===== src/rtl/dps_pkg.sv =====
// Shared command codes and helpers for the open-page command scheduler.
// Assumes the command bus carries one command per clock.
package dps_pkg;

    typedef enum logic [3:0] {
        CMD_NOP  = 4'd0,
        CMD_ACT  = 4'd1,
        CMD_RD   = 4'd2,
        CMD_WR   = 4'd3,
        CMD_PRE  = 4'd4,
        CMD_PREA = 4'd5,
        CMD_REF  = 4'd6,
        CMD_SRE  = 4'd7,
        CMD_SRX  = 4'd8
    } cmd_e;

    localparam logic [1:0] OP_WR  = 2'd1;
    localparam logic [1:0] OP_PRE = 2'd2;

    // Converts a gap in cycles into a down-counter load value (gap 0 acts as 1).
    function automatic logic [15:0] gap_load(input logic [15:0] gap);
        return (gap == 16'd0) ? 16'd0 : gap - 16'd1;
    endfunction

endpackage


===== src/rtl/dps_cfg_regs.sv =====
// Timing register file. Holds row-to-column delay, precharge time, refresh
// recovery, burst code and refresh interval. Loads defaults at reset and
// takes writes at any time; unknown indices are ignored.
module dps_cfg_regs #(
    parameter int TW       = 16,
    parameter int DEF_RCD  = 3,
    parameter int DEF_RP   = 3,
    parameter int DEF_RFC  = 8,
    parameter int DEF_BL   = 1,
    parameter int DEF_REFI = 1200
) (
    input  logic          clk,
    input  logic          rst_n,
    input  logic          we,
    input  logic [2:0]    idx,
    input  logic [TW-1:0] wdata,
    output logic [TW-1:0] t_rcd,
    output logic [TW-1:0] t_rp,
    output logic [TW-1:0] t_rfc,
    output logic [1:0]    bl_code,
    output logic [TW-1:0] ref_ival,
    output logic          ref_restart
);

    // Write decode for the register file.
    always_ff @(posedge clk) begin
        if (!rst_n) begin
            t_rcd    <= TW'(DEF_RCD);
            t_rp     <= TW'(DEF_RP);
            t_rfc    <= TW'(DEF_RFC);
            bl_code  <= 2'(DEF_BL);
            ref_ival <= TW'(DEF_REFI);
        end else if (we) begin
            case (idx)
                3'd0: t_rcd    <= wdata;
                3'd1: t_rp     <= wdata;
                3'd2: t_rfc    <= wdata;
                3'd3: bl_code  <= wdata[1:0];
                3'd4: ref_ival <= wdata;
                default: ;
            endcase
        end
    end

    // A write to the interval register restarts the refresh timer.
    assign ref_restart = we && (idx == 3'd4);

endmodule


===== src/rtl/dps_bank_table.sv =====
// Open-row table: one valid flag and one row register per bank.
// Assumes set and clear never name the same bank in one cycle.
module dps_bank_table #(
    parameter int NBANK  = 4,
    parameter int ROW_W  = 13,
    parameter int BANK_W = $clog2(NBANK)
) (
    input  logic                        clk,
    input  logic                        rst_n,
    input  logic                        set_en,
    input  logic [BANK_W-1:0]           set_bank,
    input  logic [ROW_W-1:0]            set_row,
    input  logic                        clr_en,
    input  logic [BANK_W-1:0]           clr_bank,
    input  logic                        clr_all,
    output logic [NBANK-1:0]            open_vec,
    output logic [NBANK-1:0][ROW_W-1:0] open_row
);

    for (genvar g = 0; g < NBANK; g++) begin : g_bank
        logic             vld_q;
        logic [ROW_W-1:0] row_q;

        // Tracks whether this bank has a row open and which one.
        always_ff @(posedge clk) begin
            if (!rst_n) begin
                vld_q <= 1'b0;
                row_q <= '0;
            end else if (clr_all || (clr_en && clr_bank == BANK_W'(g))) begin
                vld_q <= 1'b0;
            end else if (set_en && set_bank == BANK_W'(g)) begin
                vld_q <= 1'b1;
                row_q <= set_row;
            end
        end

        assign open_vec[g] = vld_q;
        assign open_row[g] = row_q;
    end

endmodule


===== src/rtl/dps_refresh_timer.sv =====
// Refresh interval timer. Counts down and raises a sticky pending flag on
// expiry, reloading from the interval register. Restart loads a new value.
module dps_refresh_timer #(
    parameter int TW       = 16,
    parameter int DEF_REFI = 1200
) (
    input  logic          clk,
    input  logic          rst_n,
    input  logic [TW-1:0] ival,
    input  logic          restart,
    input  logic [TW-1:0] restart_val,
    input  logic          done,
    output logic          pending
);

    logic [TW-1:0] cnt_q;

    // Interval down-counter.
    always_ff @(posedge clk) begin
        if (!rst_n)
            cnt_q <= TW'(DEF_REFI);
        else if (restart)
            cnt_q <= restart_val;
        else if (cnt_q == '0)
            cnt_q <= ival;
        else
            cnt_q <= cnt_q - 1'b1;
    end

    // Pending flag: set on expiry, cleared when the refresh is issued.
    always_ff @(posedge clk) begin
        if (!rst_n)
            pending <= 1'b0;
        else if (!restart && cnt_q == '0)
            pending <= 1'b1;
        else if (done)
            pending <= 1'b0;
    end

endmodule


===== src/rtl/dps_sched.sv =====
// Open-page DDR command scheduler top. Holds up to two requests, tracks the
// open row of every bank, enforces timing with down-counters and drives one
// registered command per clock. Rows close only on a user precharge, on a
// refresh or on self-refresh entry. Assumes NBANK is a power of two and
// ROW_W >= COL_W.
module dps_sched
    import dps_pkg::*;
#(
    parameter int NBANK    = 4,
    parameter int ROW_W    = 13,
    parameter int COL_W    = 10,
    parameter int DEF_RCD  = 3,
    parameter int DEF_RP   = 3,
    parameter int DEF_RFC  = 8,
    parameter int DEF_BL   = 1,
    parameter int DEF_REFI = 1200,
    localparam int BANK_W  = $clog2(NBANK)
) (
    input  logic              clk,
    input  logic              rst_n,
    input  logic              req_valid,
    output logic              req_ready,
    input  logic [1:0]        req_op,
    input  logic [BANK_W-1:0] req_bank,
    input  logic [ROW_W-1:0]  req_row,
    input  logic [COL_W-1:0]  req_col,
    input  logic              cfg_we,
    input  logic [2:0]        cfg_idx,
    input  logic [15:0]       cfg_wdata,
    input  logic              sleep_req,
    output logic [3:0]        cmd_code,
    output logic [BANK_W-1:0] cmd_bank,
    output logic [ROW_W-1:0]  cmd_addr,
    output logic              miss_flag,
    output logic              in_self_refresh
);

    localparam int TW = 16;

    typedef struct packed {
        logic [1:0]        op;
        logic [BANK_W-1:0] bank;
        logic [ROW_W-1:0]  row;
        logic [COL_W-1:0]  col;
    } slot_t;

    // Configuration and timers
    logic [TW-1:0] t_rcd, t_rp, t_rfc, ref_ival;
    logic [1:0]    bl_code;
    logic          ref_restart, ref_pend, ref_done;
    logic [TW-1:0] col_gap;
    logic [TW-1:0] w_col, w_rcd, w_bus;

    // Bank table
    logic [NBANK-1:0]            open_vec;
    logic [NBANK-1:0][ROW_W-1:0] open_row;
    logic                        tb_set, tb_clr, tb_clr_all;

    // Request queue
    slot_t s0, s1, s0_n, s1_n, in_req, x;
    logic  v0, v1, v0_n, v1_n, xv;
    logic  miss0, bypass, pop_x, accept;

    // Decision outputs
    cmd_e              nc;
    logic [BANK_W-1:0] nb;
    logic [ROW_W-1:0]  na;
    logic              ld_col, ld_rcd, ld_rp, ld_rfc, sr_set, sr_clr, sr_mode;
    logic              cols_idle, x_open, x_hit, x_pre;

    dps_cfg_regs #(
        .TW(TW), .DEF_RCD(DEF_RCD), .DEF_RP(DEF_RP), .DEF_RFC(DEF_RFC),
        .DEF_BL(DEF_BL), .DEF_REFI(DEF_REFI)
    ) u_cfg (
        .clk(clk), .rst_n(rst_n), .we(cfg_we), .idx(cfg_idx), .wdata(cfg_wdata),
        .t_rcd(t_rcd), .t_rp(t_rp), .t_rfc(t_rfc), .bl_code(bl_code),
        .ref_ival(ref_ival), .ref_restart(ref_restart)
    );

    dps_refresh_timer #(.TW(TW), .DEF_REFI(DEF_REFI)) u_refi (
        .clk(clk), .rst_n(rst_n), .ival(ref_ival), .restart(ref_restart),
        .restart_val(cfg_wdata), .done(ref_done), .pending(ref_pend)
    );

    dps_bank_table #(.NBANK(NBANK), .ROW_W(ROW_W), .BANK_W(BANK_W)) u_banks (
        .clk(clk), .rst_n(rst_n),
        .set_en(tb_set), .set_bank(x.bank), .set_row(x.row),
        .clr_en(tb_clr), .clr_bank(x.bank), .clr_all(tb_clr_all),
        .open_vec(open_vec), .open_row(open_row)
    );

    // Burst code to column command spacing in clock cycles.
    always_comb begin
        case (bl_code)
            2'd0:    col_gap = TW'(1);
            2'd1:    col_gap = TW'(2);
            default: col_gap = TW'(4);
        endcase
    end

    // Head selection: a precharge behind a stalled miss to the same bank goes first.
    always_comb begin
        in_req    = '{op: req_op, bank: req_bank, row: req_row, col: req_col};
        miss0     = v0 && (s0.op != OP_PRE) && open_vec[s0.bank]
                    && (open_row[s0.bank] != s0.row);
        bypass    = miss0 && v1 && (s1.op == OP_PRE) && (s1.bank == s0.bank);
        x         = bypass ? s1 : s0;
        xv        = bypass | v0;
        x_open    = open_vec[x.bank];
        x_hit     = x_open && (open_row[x.bank] == x.row);
        x_pre     = (x.op == OP_PRE);
        cols_idle = (w_col == '0) && (w_rcd == '0);
    end

    // Command decision: self-refresh, then refresh/sleep, then the head request.
    always_comb begin
        nc = CMD_NOP; nb = '0; na = '0;
        pop_x = 1'b0; ld_col = 1'b0; ld_rcd = 1'b0; ld_rp = 1'b0; ld_rfc = 1'b0;
        tb_set = 1'b0; tb_clr = 1'b0; tb_clr_all = 1'b0;
        ref_done = 1'b0; sr_set = 1'b0; sr_clr = 1'b0;
        if (sr_mode) begin
            if (!sleep_req && w_bus == '0) begin
                nc = CMD_SRX; sr_clr = 1'b1; ld_rfc = 1'b1;
            end
        end else if (ref_pend || sleep_req) begin
            if (cols_idle && w_bus == '0) begin
                if (|open_vec) begin
                    nc = CMD_PREA; tb_clr_all = 1'b1; ld_rp = 1'b1;
                end else if (ref_pend) begin
                    nc = CMD_REF; ref_done = 1'b1; ld_rfc = 1'b1;
                end else begin
                    nc = CMD_SRE; sr_set = 1'b1;
                end
            end
        end else if (xv) begin
            if (x_pre) begin
                if (!x_open) begin
                    pop_x = 1'b1;
                end else if (cols_idle && w_bus == '0) begin
                    nc = CMD_PRE; nb = x.bank; tb_clr = 1'b1; ld_rp = 1'b1; pop_x = 1'b1;
                end
            end else if (!x_open) begin
                if (w_bus == '0) begin
                    nc = CMD_ACT; nb = x.bank; na = x.row; tb_set = 1'b1; ld_rcd = 1'b1;
                end
            end else if (x_hit && cols_idle) begin
                nc = (x.op == OP_WR) ? CMD_WR : CMD_RD;
                nb = x.bank; na = ROW_W'(x.col); ld_col = 1'b1; pop_x = 1'b1;
            end
        end
    end

    assign req_ready = !v1 || pop_x;
    assign accept    = req_valid && req_ready;
    assign miss_flag = miss0;

    // Queue next state: remove the issued entry, then append the new one.
    always_comb begin
        s0_n = s0; s1_n = s1; v0_n = v0; v1_n = v1;
        if (pop_x && !bypass) begin
            s0_n = s1; v0_n = v1; v1_n = 1'b0;
        end else if (pop_x) begin
            v1_n = 1'b0;
        end
        if (accept) begin
            if (v0_n) begin
                s1_n = in_req; v1_n = 1'b1;
            end else begin
                s0_n = in_req; v0_n = 1'b1;
            end
        end
    end

    // Queue registers.
    always_ff @(posedge clk) begin
        if (!rst_n) begin
            v0 <= 1'b0; v1 <= 1'b0; s0 <= '0; s1 <= '0;
        end else begin
            v0 <= v0_n; v1 <= v1_n; s0 <= s0_n; s1 <= s1_n;
        end
    end

    // Timing down-counters: column spacing, row-to-column and bus recovery.
    always_ff @(posedge clk) begin
        if (!rst_n) begin
            w_col <= '0; w_rcd <= '0; w_bus <= '0;
        end else begin
            w_col <= ld_col ? gap_load(col_gap) : (w_col != '0 ? w_col - 1'b1 : '0);
            w_rcd <= ld_rcd ? gap_load(t_rcd)   : (w_rcd != '0 ? w_rcd - 1'b1 : '0);
            if (ld_rp)       w_bus <= gap_load(t_rp);
            else if (ld_rfc) w_bus <= gap_load(t_rfc);
            else if (w_bus != '0) w_bus <= w_bus - 1'b1;
        end
    end

    // Self-refresh mode flag.
    always_ff @(posedge clk) begin
        if (!rst_n)      sr_mode <= 1'b0;
        else if (sr_set) sr_mode <= 1'b1;
        else if (sr_clr) sr_mode <= 1'b0;
    end

    assign in_self_refresh = sr_mode;

    // Registered command bus.
    always_ff @(posedge clk) begin
        if (!rst_n) begin
            cmd_code <= CMD_NOP; cmd_bank <= '0; cmd_addr <= '0;
        end else begin
            cmd_code <= nc; cmd_bank <= nb; cmd_addr <= na;
        end
    end

endmodule


===== config.mk =====
export PLATFORM = sky130hd
export DESIGN_NAME = dps_sched
export DESIGN_NICKNAME = d
export VERILOG_FILES = /design/src/rtl/dps_pkg.sv /design/src/rtl/dps_cfg_regs.sv /design/src/rtl/dps_bank_table.sv /design/src/rtl/dps_refresh_timer.sv /design/src/rtl/dps_sched.sv
export SDC_FILE = /design/constraint.sdc
export NUM_CORES = 1
export LEC_CHECK = 0
export ABC_AREA = 0
export BUFFER_PORTS_ARGS = -buffer_cell sky130_fd_sc_hd__clkbuf_2
export CORE_MARGIN = 2
export CORE_UTILIZATION = 50
export CTS_CLUSTER_DIAMETER = 50
export DETAILED_ROUTE_END_ITERATION = 8
export GPL_TIMING_DRIVEN = 1
export PLACE_DENSITY = 0.69
export SYNTH_ARGS = -nofsm -noshare
export SYNTH_HDL_FRONTEND = slang
export SYNTH_HIERARCHICAL = 1
export SYNTH_SLANG_ARGS = --single-unit
export TNS_END_PERCENT = 30

===== constraint.sdc =====
create_clock -name clk -period 7.3 [get_ports clk]
set_input_delay 0.73 -clock clk [delete_from_list [all_inputs] [get_ports clk]]
set_output_delay 0.73 -clock clk [all_outputs]
set_load 0.02 [all_outputs]

==> flow_summary.toml <==
[synthesis]
postSynthRegisterBits = 263
yosys-top-cells-area = "sky130_fd_sc_hd__dfxtp_1 37%, sky130_fd_sc_hd__mux2i_1 12%, sky130_fd_sc_hd__nand2_1 7.7%, sky130_fd_sc_hd__xnor2_1 3.9%, sky130_fd_sc_hd__nor2_1 2.9%"
post_synth_inst_count = 1598
synth-edff-count = 0
syn-cell-area_um2 = 14000
synth.yosys.seq_area_share = 0.375
synthArstFlopShare = 0
yosysWarningCount = 6
synth_largest_area_cell = "sky130_fd_sc_hd__dfxtp_1"
synthDistinctLibCells = 85
syn_nets = 1658
synth_largest_type_area_fraction = 0.375
average_size_of_a_mapped_cell_um2 = 8.79
top_ff_cell_synth = "sky130_fd_sc_hd__dfxtp_1"

[finish]
synthToLayoutAreaGrowth_pct = 11.1
post_route_utilization = 0.563
commonest_cells_after_routing_fill_and_taps_aside = "288 x sky130_fd_sc_hd__nand2_1, 262 x sky130_fd_sc_hd__dfxtp_1, 175 x sky130_fd_sc_hd__mux2i_1"
num_antenna_cells = 0
layout.cells.most_common = "sky130_fd_sc_hd__nand2_1"
total_area_of_multi_input_combinational_cells_um2 = 8110
nets = 1679
final_layout_size_suffix_gt1_frac = 0.120
stdcell_area_um2 = 15600
ff_latch_area_um2 = 5270
post_layout_nonfiller_instances = 2022
final.fill_count = 2454

[global_routing]
grt_pass1_wl_um = 57300
first_global_vias = 10923
globalRoute.totalOverflow = 0
initial_antenna_violation_count = 0
grt_use_total = 0.239
largest_net_degree_at_the_start_of_global_routing = 101

[critical_path]
worst_r2r_endpoint = "u_banks/g_bank[0].row_q[5]$_SDFFE_PN0P_"
cp_max_fo = 53
worst-setup-path-type = "flip-flop to flip-flop"
timing.reg2reg.worst_path_depth = 11
timing.critical_path.required_ns = 7.77
critPathArrivalTime_ns = 5.54
worst_r2r_startpoint = "s0[24]$_SDFF_PN0_"
reg2reg_setup_slack_ns = 2.23
worstSetupEndpointType = "flip-flop"
timing.critical_path.to = "u_banks/g_bank[0].row_q[5]$_SDFFE_PN0P_"
launching_element_type_of_the_critical_path = "flip-flop"
cp_cell_sequence = "mux4_2 > nand3_1 > or4_1 > a21oi_4 > buf_4 > or2_1 > nand3_1 > nor2_1 > nor3b_1 > or4_1 > mux2i_1"
critPathSlowestCell = "sky130_fd_sc_hd__dfxtp_2"
crit_path_max_incr_delay_ns = 0.89
worst_setup_path_startpoint = "s0[24]$_SDFF_PN0_"

[die]
num_rows = 61
die_boundary_width_um = 172
io_pins = 73
core_area_um2 = 27700
initial_utilization = 0.507
die_height_um = 172
die_area_um2 = 29500

[clocking]
tritoncts.num_buffers = 31
cts_htree_levels = 1
cts_post_setup_buffers_inserted = 0
cts_root_buffer = "sky130_fd_sc_hd__clkbuf_16"
cts.sink_count = 263
clock_insertion_delay_worst_skew_ns = 0.56
clkTransAtPathRegs_ns = 0.06
cts_tree = "yes"
cts.path.max_buffers = 3
ctsResizeCount = 0
ctsHoldBuffers = 0

[sta]
setup_tns_ns = 0
fmaxAchievable_mhz = 197
period_needed_ns = 5.07
skew_ns = 0.00943
maxSlewViolCount = 0
setup_slack_ns = 2.23
timing.slew.headroom = 0.246
final_min_period_over_clock_period = 0.695
rsz0062_at_grt = "false"
finalHoldViolCount = 0
tightest_slew_ns = 1.13
final.hold.worst_slack_ns = 0.405
setup_violations = 0

[routing]
detail_route.iter0.violations = 1010
ant_nets = 0
wl_per_cell_um = 17.6
drt_drc_violations_left = 0
first_pass_iters = 6
viasPerCell = 5.78
drt_wl_total_um = 35700
num_vias = 11683

[pwr]
power.share.sequential = 0.385
power_frac_comb = 0.241
total_power_mw = 4.50
power_switching_share = 0.306
cellLeakagePower_nw = 6.45
power_report.internal_total_mw = 3.12
clkPwrFrac = 0.374
pwr_density_cell_nw_per_um2 = 288
ir_drop_mv = 0.220
switching_power_mw = 1.38

[job]
max_cap_violations = 0

[place]
dp_worst_setup_slack_ns = 2.39
post_dp_cell_area_um2 = 14500
place.detailed.hpwl_um = 24800
place_congestion = 0.894
numPortBuffers = 72
post-place-cells = 1964

[outcome]
status = "complete, no violations"

[min_path]
hold_path.class = "input port to flip-flop"
[area by class of cell]
class	instances	area share
multi-input cells	1198	0.520
flip-flops and latches	263	0.337
clock buffers	42	0.0556
repair buffers	86	0.0304
well taps	378	0.0303
clock inverters	16	0.0171
inverters	39	0.00938
[worst max-delay path: cells and delay by family, from the launching register on]
family	cells	cell delay, ns
multiplexers	2	0.76
buffers and inverters	1	0.58
AND/OR/NAND/NOR	7	2.56
flip-flops	1	0.89
AO/OA/AOI/OAI	1	0.16
[Yosys cell counts, drive strengths merged (17+ instances only)]
master,n
nand2,288
dfxtp,263
mux2i,175
nor2,109
a21oi,65
xnor2,63
clkbuf,55
buf,43
nor3,40
o21ai,40
inv,38
xor2,33
and2,32
o221ai,30
nor2b,27
o211a,27
nand3,26
nor4,25
or3,18
o22ai,17
[power by group through the flow]
stage / clock, mW / sequential (mW) / combinational, mW
2_1_floorplan: 0 / 1.72 / 0.869
3_3_place_gp: 0 / 1.75 / 1.05
3_5_place_dp: 0 / 1.76 / 1.07
4_1_cts: 1.71 / 1.73 / 1.08
5_1_grt: 1.77 / 1.75 / 1.21
6_report: 1.68 / 1.73 / 1.08
[state kept, by name, summed over array words and instances (netlist names), 2 cells and up]
register / count
u_cfg/t_rfc: 16
u_banks/g_bank.row_q: 52
s0: 27
u_cfg/t_rcd: 16
u_refi/cnt_q: 16
u_banks/g_bank.vld_q: 4
w_col: 16
s1: 27
u_cfg/bl_code: 2
cmd_addr: 13
w_bus: 16
u_cfg/ref_ival: 16
u_cfg/t_rp: 16
cmd_bank: 2
w_rcd: 16
cmd_code: 4
[how the worst min path moves through the flow]
stage                                                 start                                      end  slack [ns]  cells after the start
finish                                           req_row[5]                      s1[15]$_SDFFE_PN0P_        0.41                      3
global route                                     req_row[2]                      s1[12]$_SDFFE_PN0P_        0.40                      3
CTS                                              req_row[5]                      s1[15]$_SDFFE_PN0P_        0.39                      3
detailed placement  u_banks/g_bank[2].row_q[6]$_SDFFE_PN0P_  u_banks/g_bank[2].row_q[6]$_SDFFE_PN0P_        0.46                      2
global placement    u_banks/g_bank[2].row_q[6]$_SDFFE_PN0P_  u_banks/g_bank[2].row_q[6]$_SDFFE_PN0P_        0.45                      2
floorplan           u_banks/g_bank[3].row_q[0]$_SDFFE_PN0P_  u_banks/g_bank[3].row_q[0]$_SDFFE_PN0P_        0.43                      2
[per-layer routing]
layer,GRT usage,routed length (um)
met5,0,0
met4,0.0464,530
met3,0.0295,2140
met2,0.376,16000
met1,0.353,17000
[logic make-up after synthesis]
family,after synthesis,synth area share
fa+ha+maj,9,0.00802
simple gates,639,0.221
compound gates,253,0.131
buf+inv,137,0.0488
xor+xnor,96,0.0599
mux,201,0.156
flops,263,0.375
Note: power is estimated with default switching activity, not from simulation.
